`src/rtl/gpio_bank_pkg.sv`:
```
package gpio_bank_pkg;

    localparam int PINS_PER_BANK = 32;
    localparam int DATA_W        = 32;
    localparam int OFF_W         = 9;   // 0x200-byte bank window

    typedef enum logic [3:0] {
        REG_DIN,
        REG_DOUT,
        REG_OE,
        REG_LVL,
        REG_BOTH,
        REG_POL,
        REG_EN,
        REG_RAW,
        REG_MSTAT,
        REG_CLR,
        REG_NONE
    } reg_sel_e;

    typedef enum logic [2:0] {
        SENSE_FALL,
        SENSE_RISE,
        SENSE_BOTH,
        SENSE_LOW,
        SENSE_HIGH
    } sense_e;

    typedef struct packed {
        logic [PINS_PER_BANK-1:0] lvl_mode;
        logic [PINS_PER_BANK-1:0] both_edges;
        logic [PINS_PER_BANK-1:0] high_pol;
        logic [PINS_PER_BANK-1:0] enable;
    } irq_cfg_t;

    typedef struct packed {
        logic              valid;
        logic              wr;
        reg_sel_e          sel;
        logic [DATA_W-1:0] wdata;
    } bank_req_t;

    function automatic reg_sel_e decode_offset(input logic [OFF_W-1:0] off);
        case (off)
            9'h000:  return REG_DIN;
            9'h004:  return REG_DOUT;
            9'h008:  return REG_OE;
            9'h00C:  return REG_LVL;
            9'h010:  return REG_BOTH;
            9'h014:  return REG_POL;
            9'h018:  return REG_EN;
            9'h01C:  return REG_RAW;
            9'h020:  return REG_MSTAT;
            9'h024:  return REG_CLR;
            default: return REG_NONE;
        endcase
    endfunction

    // Level mode overrides the both-edges bit; both-edges overrides polarity.
    function automatic sense_e pin_sense(input logic lvl, input logic both, input logic pol);
        if (lvl)       return pol ? SENSE_HIGH : SENSE_LOW;
        else if (both) return SENSE_BOTH;
        else           return pol ? SENSE_RISE : SENSE_FALL;
    endfunction

endpackage

```
`src/rtl/gpio_sync_2ff.sv`:
```
module gpio_sync_2ff #(
    parameter int WIDTH = 32
) (
    input  logic             clk,
    input  logic             rst,
    input  logic [WIDTH-1:0] d,
    output logic [WIDTH-1:0] q
);

    logic [WIDTH-1:0] meta;

    always_ff @(posedge clk) begin
        if (rst) begin
            meta <= '0;
            q    <= '0;
        end else begin
            meta <= d;
            q    <= meta;
        end
    end

endmodule

```
`src/rtl/gpio_evt_detect.sv`:
```
module gpio_evt_detect
    import gpio_bank_pkg::*;
(
    input  logic                     clk,
    input  logic                     rst,
    input  logic [PINS_PER_BANK-1:0] level,
    input  irq_cfg_t                 cfg,
    input  logic [PINS_PER_BANK-1:0] clr,
    output logic [PINS_PER_BANK-1:0] status
);

    logic [PINS_PER_BANK-1:0] prev;
    logic [PINS_PER_BANK-1:0] set_vec;

    for (genvar i = 0; i < PINS_PER_BANK; i++) begin : g_pin
        sense_e mode;
        logic   rise;
        logic   fall;

        always_comb begin
            mode = pin_sense(cfg.lvl_mode[i], cfg.both_edges[i], cfg.high_pol[i]);
            rise = level[i] & ~prev[i];
            fall = ~level[i] & prev[i];
            case (mode)
                SENSE_RISE: set_vec[i] = rise;
                SENSE_FALL: set_vec[i] = fall;
                SENSE_BOTH: set_vec[i] = rise | fall;
                SENSE_HIGH: set_vec[i] = level[i];
                SENSE_LOW:  set_vec[i] = ~level[i];
                default:    set_vec[i] = 1'b0;
            endcase
        end
    end

    always_ff @(posedge clk) begin
        if (rst) begin
            prev   <= '0;
            status <= '0;
        end else begin
            prev   <= level;
            status <= (status & ~clr) | set_vec;   // a new event outranks a clear
        end
    end

    AST_STATUS_STICKY: assert property (@(posedge clk) disable iff (rst)
        1'b1 |=> ((~status & $past(status) & ~$past(clr)) == '0));

    AST_CLEAR_TAKES: assert property (@(posedge clk) disable iff (rst)
        1'b1 |=> ((status & $past(clr) & ~$past(set_vec)) == '0));

    AST_EVENT_WINS: assert property (@(posedge clk) disable iff (rst)
        1'b1 |=> (($past(set_vec) & ~status) == '0));

endmodule

```
`src/rtl/gpio_bank_regs.sv`:
```
module gpio_bank_regs
    import gpio_bank_pkg::*;
(
    input  logic                     clk,
    input  logic                     rst,
    input  bank_req_t                req,
    input  logic [PINS_PER_BANK-1:0] din,
    output logic [DATA_W-1:0]        rdata,
    output logic [PINS_PER_BANK-1:0] dout,
    output logic [PINS_PER_BANK-1:0] oe,
    output logic                     irq_out
);

    irq_cfg_t                 cfg;
    logic [PINS_PER_BANK-1:0] clr;
    logic [PINS_PER_BANK-1:0] raw;
    logic [PINS_PER_BANK-1:0] mstat;
    logic                     wr_hit;

    assign wr_hit = req.valid & req.wr;

    always_ff @(posedge clk) begin
        if (rst) begin
            dout <= '0;
            oe   <= '0;
            cfg  <= '0;
        end else if (wr_hit) begin
            case (req.sel)
                REG_DOUT: dout           <= req.wdata;
                REG_OE:   oe             <= req.wdata;
                REG_LVL:  cfg.lvl_mode   <= req.wdata;
                REG_BOTH: cfg.both_edges <= req.wdata;
                REG_POL:  cfg.high_pol   <= req.wdata;
                REG_EN:   cfg.enable     <= req.wdata;
                default: ;
            endcase
        end
    end

    assign clr = (wr_hit && req.sel == REG_CLR) ? req.wdata : '0;

    gpio_evt_detect u_detect (
        .clk    (clk),
        .rst    (rst),
        .level  (din),
        .cfg    (cfg),
        .clr    (clr),
        .status (raw)
    );

    assign mstat   = raw & cfg.enable;
    assign irq_out = |mstat;

    always_comb begin
        case (req.sel)
            REG_DIN:   rdata = din;
            REG_DOUT:  rdata = dout;
            REG_OE:    rdata = oe;
            REG_LVL:   rdata = cfg.lvl_mode;
            REG_BOTH:  rdata = cfg.both_edges;
            REG_POL:   rdata = cfg.high_pol;
            REG_EN:    rdata = cfg.enable;
            REG_RAW:   rdata = raw;
            REG_MSTAT: rdata = mstat;
            default:   rdata = '0;
        endcase
    end

endmodule

```
`src/rtl/gpio_banked_ctrl.sv`:
```
module gpio_banked_ctrl
    import gpio_bank_pkg::*;
#(
    parameter  int NUM_BANKS = 2,
    parameter  int ADDR_W    = 11,
    localparam int NUM_PINS  = NUM_BANKS * PINS_PER_BANK
) (
    input  logic                clk,
    input  logic                rst,
    input  logic                bus_sel,
    input  logic                bus_wr,
    input  logic [ADDR_W-1:0]   bus_addr,
    input  logic [DATA_W-1:0]   bus_wdata,
    output logic [DATA_W-1:0]   bus_rdata,
    input  logic [NUM_PINS-1:0] pin_in,
    output logic [NUM_PINS-1:0] pin_out,
    output logic [NUM_PINS-1:0] pin_oe,
    output logic                irq
);

    localparam int BANK_W = ADDR_W - OFF_W;

    logic [BANK_W-1:0]                bank_idx;
    reg_sel_e                         reg_sel;
    logic [NUM_BANKS-1:0]             bank_hit;
    logic [NUM_BANKS-1:0]             bank_irq;
    logic [NUM_BANKS-1:0][DATA_W-1:0] bank_rdata;
    logic [NUM_PINS-1:0]              pin_sync;
    logic [DATA_W-1:0]                rd_sel;
    logic                             rd_zero;

    assign bank_idx = bus_addr[ADDR_W-1:OFF_W];
    assign reg_sel  = decode_offset(bus_addr[OFF_W-1:0]);

    gpio_sync_2ff #(.WIDTH(NUM_PINS)) u_sync (
        .clk (clk),
        .rst (rst),
        .d   (pin_in),
        .q   (pin_sync)
    );

    for (genvar b = 0; b < NUM_BANKS; b++) begin : g_bank
        bank_req_t req;

        assign bank_hit[b] = (bank_idx == BANK_W'(b));
        assign req.valid   = bus_sel & bank_hit[b];
        assign req.wr      = bus_wr;
        assign req.sel     = reg_sel;
        assign req.wdata   = bus_wdata;

        gpio_bank_regs u_bank (
            .clk     (clk),
            .rst     (rst),
            .req     (req),
            .din     (pin_sync[b*PINS_PER_BANK +: PINS_PER_BANK]),
            .rdata   (bank_rdata[b]),
            .dout    (pin_out[b*PINS_PER_BANK +: PINS_PER_BANK]),
            .oe      (pin_oe[b*PINS_PER_BANK +: PINS_PER_BANK]),
            .irq_out (bank_irq[b])
        );
    end

    always_comb begin
        rd_sel = '0;
        for (int b = 0; b < NUM_BANKS; b++) begin
            if (bank_hit[b]) rd_sel = bank_rdata[b];
        end
    end

    always_ff @(posedge clk) begin
        if (rst)                    bus_rdata <= '0;
        else if (bus_sel && !bus_wr) bus_rdata <= rd_sel;
    end

    assign irq = |bank_irq;

    assign rd_zero = (bank_hit == '0) || (reg_sel == REG_NONE) || (reg_sel == REG_CLR);

    AST_UNMAPPED_READ_ZERO: assert property (@(posedge clk) disable iff (rst)
        (bus_sel && !bus_wr && rd_zero) |=> (bus_rdata == '0));

    AST_DOUT_REACHES_PIN: assert property (@(posedge clk) disable iff (rst)
        (bus_sel && bus_wr && bus_addr == ADDR_W'(4)) |=>
            (pin_out[PINS_PER_BANK-1:0] == $past(bus_wdata)));

endmodule

```
`config.mk`:
```
export PLATFORM = sky130hd
export DESIGN_NAME = gpio_banked_ctrl
export DESIGN_NICKNAME = d
export VERILOG_FILES = /design/src/rtl/gpio_bank_pkg.sv /design/src/rtl/gpio_sync_2ff.sv /design/src/rtl/gpio_evt_detect.sv /design/src/rtl/gpio_bank_regs.sv /design/src/rtl/gpio_banked_ctrl.sv
export SDC_FILE = /design/constraint.sdc
export NUM_CORES = 1
export LEC_CHECK = 0
export BUFFER_PORTS_ARGS = -buffer_cell sky130_fd_sc_hd__buf_2
export CAP_MARGIN = 20
export CORE_MARGIN = 2
export CORE_UTILIZATION = 30
export DETAILED_ROUTE_END_ITERATION = 8
export GPL_TIMING_DRIVEN = 0
export PLACE_DENSITY = 0.45
export REMOVE_ABC_BUFFERS = 1
export SETUP_SLACK_MARGIN = 0.1
export SYNTH_ARGS = -nofsm -noshare
export SYNTH_HDL_FRONTEND = slang
export SYNTH_HIERARCHICAL = 1
export SYNTH_SLANG_ARGS = --single-unit
```
`constraint.sdc`:
```
create_clock -name clk -period 3 [get_ports clk]
set_clock_uncertainty 0.05 [all_clocks]
set_input_delay 0.3 -clock clk [delete_from_list [all_inputs] [get_ports clk]]
set_output_delay 0.3 -clock clk [all_outputs]
set_load 0.05 [all_outputs]
```
==> impl_metrics.json, run 1 <==
{
  "outcome": "finished, final reports clean",
  "p_total_uw": 20300,
  "fin_crit_ps": 2950,
  "cp.arrival_ps": 3450,
  "cts_sinks": 672,
  "drt_iter0_markers": 2454,
  "fin_hold_ws_ps": 21.8,
  "synth_edf_count": 0,
  "synth_top_area_cell": "dfxtp_1",
  "max-vdd-ir-drop_mv": 0.375,
  "num_antenna_cells": 0,
  "synth_top_family_by_area": "compound AO/OA/AOI/OAI gates",
  "crit_path_max_incr_delay_ps": 660,
  "wl_mm": 120,
  "finalHoldViolCount": 0,
  "cpMaxStageDelayCell": "and4bb_4",
  "die_h_um": 325,
  "grt_overflow": 0,
  "synth_compound_area_share_pct": 20.3,
  "async_reset_ff_share_pct": 0,
  "synth_xor_area_share_pct": 1.81,
  "post-route-period-util_pct": 98.4,
  "clock-root-buffer": "clkbuf_16",
  "min_from": "bus_wdata[24]",
  "relSlewSlack_pct": 27.2,
  "die-area_mm2": 0.106,
  "crit_required_ps": 3500,
  "r2r_end": "bus_rdata[30]",
  "drtAntennaViolNets": 0,
  "cts_max_level": 3,
  "slew_viol_final": 0,
  "avgSynthCellArea_um2": 8.56,
  "first_global_vias": 26200,
  "wire_per_inst_um": 22.4,
  "setup_viol": 0,
  "synth_warnings": 6,
  "synthDistinctLibCells": 44,
  "synth_top_area_share_pct": 43.4,
  "fmax_ghz": 0.339,
  "power_density_mw_per_mm2": 534,
  "grt_pass1_wl_mm": 177,
  "clk_pin_slew_ps": 60,
  "holdCritPathClass": "input pin to register",
  "start_kind": "input pin",
  "die_w_um": 325,
  "antenna_found_initial": 6,
  "via_count": 27100,
  "reg2reg_from": "g_bank[0].u_bank/oe[30]",
  "synth_most_common_cell": "nand2_1",
  "drive_above_1_share_pct": 17.5,
  "leakagePower_uw": 0.0142,
  "tightestPinTransition_ps": 1090,
  "end_kind": "register",
  "cp_max_fo": 20,
  "synth_area_leaders": "dfxtp_1 (43%), nand2_1 (10%), a21oi_1 (7.2%), ha_1 (5.2%), nor2b_1 (3.9%)",
  "syn_inst": 3620,
  "synth_seq_area_share_pct": 43.4,
  "rsz0062_at_grt": "true",
  "synthMuxAreaShare_pct": 3.36,
  "coreArea_mm2": 0.102,
  "r2r_setup_slack_ps": 1130,
  "initial_core_util_pct": 30.4,
  "yosys-top-cells-count": "nand2_1 (832), dfxtp_1 (672), a21oi_1 (448)",
  "synthAdderAreaFrac_pct": 5.17,
  "hpwlAfterDp_mm": 79.4,
  "min_delay_path_depth": 3,
  "ys_ff_latch": 672,
  "gr-usage-all-layers_pct": 22.0,
  "reg2reg_depth": 4,
  "clock_latency_ps": 660,
  "cts_tree": "built",
  "vias_per_cell": 5.08,
  "synth_area_mm2": 0.0310,
  "drt_first_pass_iters": 8,
  "drt_drc_violations_left": 0,
  "yosys.area_share.simple_pct": 19.3,
  "portBuffers": 271,
  "maxCapViolCount": 0,
  "synth_ff_type": "dfxtp_1",
  "cts_buffer_depth": 3,
  "gp_congestion": 0.800,
  "worst-setup-path-type": "input pin to register",
  "grt_max_degree": 144,
  "crit_chain": "buf_2, or4_4, a2111o_2, buf_4, and4bb_4, buf_16, a22oi_1, nand4_1, mux2i_2, o32ai_2",
  "ios": 272,
  "syn2layout_area_growth_pct": 22.6,
  "final_nets": 4142,
  "holdPathEnd": "g_bank[0].u_bank/cfg[120]",
  "cts_buffers": 83,
  "num_rows": 117
}
worst max path at each step:
stage,end,startpoint,cells past startpoint,slack (ps)
floorplan,g_bank[0].u_bank/cfg[64],bus_addr[1],6,-2820
global placement,u_sync/meta[47],rst,2,-10510
detailed placement,g_bank[1].u_bank/cfg[14],bus_addr[1],7,-1640
CTS,irq,g_bank[1].u_bank/cfg[27],5,40
global route,bus_rdata[4],bus_addr[6],12,30
finish,bus_rdata[14],bus_addr[6],10,50
stage by stage:
| step | instances | util, % | worst slack (ps) | setup TNS (ps) | cell area [um^2] |
|---|---|---|---|---|---|
| 2_1_floorplan | 3363 | - | -2820 | -1170700 | 29500 |
| 3_3_place_gp | 5002 | 31.9 | -10510 | -5743890 | 32600 |
| 3_5_place_dp | 5075 | 33.2 | -1640 | -461960 | 33900 |
| 4_1_cts | 5323 | 37.1 | 38.0 | 0 | 37800 |
| 5_1_grt | 5336 | 37.2 | 31.3 | 0 | 38000 |
| 6_report | 5336 | 37.2 | 46.9 | 0 | 38000 |
layout by cell type (no fill, tap or decap), types with 72 or more instances in the layout:
| cell type | count |
|---|---|
| nand2_1 | 832 |
| a21oi_1 | 448 |
| buf_2 | 268 |
| dfxtp_1 | 668 |
| nor2b_1 | 192 |
| inv_1 | 160 |
| dlygate4sd3_1 | 76 |
| ha_1 | 128 |
| o21ai_1 | 82 |
| a22oi_1 | 150 |
| nand4_1 | 72 |
| clkbuf_16 | 85 |
kinds of logic after synthesis:
logic type	count (synthesis)
buffers and inverters	417
adders and majority gates	128
and+or+nand+nor	1281
AOI/OAI and AO/OA	962
xor gates and xnor gates	64
muxes	96
DFF	672
layout make-up:
type / count / area [um^2]
multi-input cells: 2534 / 15800
inverters: 160 / 601
fillers: 10500 / 64100
repair buffers: 452 / 3620
flip-flops and latches: 672 / 13500
well taps: 1368 / 1710
clock inverters: 22 / 224
clock buffers: 128 / 2540
registers in the layout (all words and copies together), names as in the netlist:
| register | flops |
|---|---|
| u_sync/meta | 64 |
| g_bank.u_bank/cfg | 256 |
| g_bank.u_bank/oe | 64 |
| g_bank.u_bank/dout | 64 |
| u_sync/q | 64 |
| g_bank.u_bank/u_detect/status | 64 |
| g_bank.u_bank/u_detect/prev | 64 |
| bus_rdata | 32 |
what timing repair did:
item,in CTS,in global routing
resized for setup,45,16
hold buffers,76,0
pin swaps,28,21
endpoints found under the hold margin,163,0
gates cloned,2,1
setup endpoints to repair,423,109
setup buffers,20,12
layer usage:
layer / GRT usage, % / share of wire [%] / vias to the layer above / routed length (um)
met2: 35.6 / 46 / 802 / 55300
met5: 0 / 0.018 / - / 21
met3: 4.10 / 6.0 / 165 / 7150
met1: 29.5 / 45 / 13100 / 53800
met4: 6.43 / 2.7 / 4 / 3270
li1: - / - / 13000 / -
power by group:
group          switching, uW  leakage (uW)  internal, uW
sequential               117       0.00545          9060
combinational            557       0.00738           345
clock                   4130       0.00137          6070
worst max-delay path, delay by kind of cell:
kind,cells,cell delay (ps)
AND/OR/NAND/NOR,3,1650
AO/OA/AOI/OAI,3,790
buffers and inverters,3,520
multiplexers,1,170
No activity file was read; power rests on OpenSTA's default activity.
==> run 2: changes to the inputs <==
--- a/config.mk
+++ b/config.mk
@@ -7,11 +7,13 @@
 export LEC_CHECK = 0
 export BUFFER_PORTS_ARGS = -buffer_cell sky130_fd_sc_hd__buf_2
 export CAP_MARGIN = 20
+export CELL_PAD_IN_SITES_DETAIL_PLACEMENT = 0
+export CELL_PAD_IN_SITES_GLOBAL_PLACEMENT = 2
 export CORE_MARGIN = 2
 export CORE_UTILIZATION = 30
 export DETAILED_ROUTE_END_ITERATION = 8
 export GPL_TIMING_DRIVEN = 0
-export PLACE_DENSITY = 0.45
+export PLACE_DENSITY = 0.68
 export REMOVE_ABC_BUFFERS = 1
 export SETUP_SLACK_MARGIN = 0.1
 export SYNTH_ARGS = -nofsm -noshare
==> run 2 against run 1 <==
  * Routed wire length is 5.8% higher
  * Sequential power hardly changed
  * Critical path depth is 2 higher
  * Die area stayed put
  * Sequential share of layout area is 0.56 points lower
  * First-iteration DRC count is 1.6% higher
  * Cell count is 0.67% higher
  * Setup slack worse by 29 ps
  * Power is 1.8% higher
  * Hold slack better by 15 ps
  * Global-route usage is 1.1 points higher
  * Largest cell class unchanged
==> impl_metrics.json, run 2 (synthesized netlist as in run 1, its figures left out) <==
{
  "outcome": "finished, final reports clean",
  "fin_cells": 5372,
  "crit_path_max_incr_delay_ps": 660,
  "critPathBufInv": 5,
  "die-area_mm2": 0.106,
  "fin_hold_ws_ps": 37.0,
  "cpMaxStageDelayCell": "a222oi_1",
  "leakagePower_uw": 0.0145,
  "first_global_vias": 26300,
  "dp.cells": 5080,
  "grt_pass1_wl_mm": 183,
  "largest_reg_flops": 256,
  "grt_overflow": 0,
  "slew_viol_final": 0,
  "cts_buffers": 84,
  "crit_top_cell": "buf_6",
  "fin_ws_ps": 17.4,
  "gp_congestion": 0.759,
  "critical_path.top_delay_family": "simple AND/OR/NAND/NOR gates",
  "drt_first_pass_iters": 6,
  "vias_per_cell": 5.09,
  "drt_drc_violations_left": 0,
  "clock-root-buffer": "clkbuf_16",
  "coreArea_mm2": 0.102,
  "num_rows": 117,
  "cts_sinks": 672,
  "ios": 272,
  "drive_above_1_share_pct": 17.8,
  "relSlewSlack_pct": 35.9,
  "tightestPinTransition_ps": 962,
  "drt_iter0_markers": 2493,
  "antenna_found_initial": 4,
  "cp_max_fo": 10,
  "syn2layout_area_growth_pct": 24.5,
  "wire_per_inst_um": 23.6,
  "end_kind": "register",
  "power_density_mw_per_mm2": 535,
  "setup_viol": 0,
  "globalRouteMet1Util_pct": 30.9,
  "fmax_ghz": 0.335,
  "place_area_mm2": 0.0341,
  "grt_max_degree": 133,
  "place_worst_setup_slack_ps": -1600,
  "grt_util_met2_pct": 38.4,
  "worst-setup-path-type": "input pin to register",
  "die_w_um": 325,
  "gr-usage-all-layers_pct": 23.1,
  "cts_max_level": 3,
  "crit_chain": "buf_6, or4_4, nor4b_4, buf_6, buf_4, buf_4, nor4b_4, buf_6, a222oi_1, nand4_1, mux2i_2, o32ai_2",
  "via_count": 27300,
  "initial_core_util_pct": 30.4,
  "wl_mm": 127,
  "rsz0062_at_grt": "true",
  "busiest_layer": "met2",
  "fin_crit_ps": 2980,
  "fill_cells": 10400,
  "post-route-period-util_pct": 99.4,
  "grtUsageMet3_pct": 3.78,
  "holdCritPathClass": "input pin to register",
  "maxCapViolCount": 0,
  "cts_tree": "built",
  "p_total_uw": 20600,
  "die_h_um": 325,
  "final_cell_mix": "nand2_1 (832), dfxtp_1 (671), a21oi_1 (448), buf_2 (267), nor2b_1 (192)",
  "clock_latency_ps": 660,
  "final_common_cell": "nand2_1",
  "drtAntennaViolNets": 0,
  "stdcell_area_mm2": 0.0386,
  "max-vdd-ir-drop_mv": 0.392,
  "start_kind": "input pin",
  "hpwlAfterDp_mm": 82.4,
  "crit_required_ps": 3440,
  "cts_buffer_depth": 3,
  "regMostFlops": "g_bank.u_bank/cfg",
  "clk_pin_slew_ps": 60,
  "cp.arrival_ps": 3430,
  "final_nets": 4179,
  "portBuffers": 271,
  "finalHoldViolCount": 0
}
==> run 2: layout make-up <==
cell class | count | area, um^2 | share of cell area (%)
clock buffer | 121 | 2520 | 6.55
tap | 1368 | 1710 | 4.44
timing repair buffer | 485 | 4090 | 10.6
inverter | 160 | 601 | 1.56
multi-input combinational | 2537 | 15900 | 41.1
sequential | 672 | 13500 | 34.9
antenna | 1 | 2.50 | 0.00649
clock inverter | 28 | 332 | 0.859
==> run 2: path summary, 6_finish.rpt <==
check	depth (start not counted)	slack, ps	endpoint	start
max	12	20	bus_rdata[28]	bus_addr[1]
min reg2reg	1	370	u_sync/q[16]	u_sync/meta[16]
max reg2reg	4	880	bus_rdata[28]	g_bank[1].u_bank/cfg[92]
min	3	40	g_bank[0].u_bank/cfg[49]	bus_wdata[17]
==> run 2: power breakdown <==
part	switching [uW]	leakage, uW	total [uW]	internal, uW
Combinational	556	0.00760	923	367
Sequential	113	0.00545	9170	9060
Clock	4190	0.00141	10500	6350
==> run 2: worst reg2reg max path, delay by kind of cell, from the launching register on <==
family / cells / cell delay [ps]
AND/OR/NAND/NOR: 1 / 290
flip-flops: 1 / 400
multiplexers: 1 / 360
AO/OA/AOI/OAI: 2 / 870
==> run 2: repair_timing <==
action / 4_1_cts / 5_1_grt
gates resized for setup: 43 / 18
hold buffers: 91 / 0
cloned: 5 / 1
endpoints found under the hold margin: 340 / 0
setup endpoints to repair: 481 / 115
pin swaps: 27 / 10
setup buffers: 36 / 9
==> run 2: metrics by stage <==
stage / utilization [%] / setup TNS, ps
2_1_floorplan: - / -1170700
3_3_place_gp: 31.9 / -5792620
3_5_place_dp: 33.4 / -587020
4_1_cts: 37.6 / 0
5_1_grt: 37.8 / -26.8
6_report: 37.8 / 0
==> run 2: metal layers <==
metal	wire (um)	up-vias
li1	-	13100
met1	56600	13200
met2	59600	851
met3	7270	165
met4	3110	0
met5	0	-
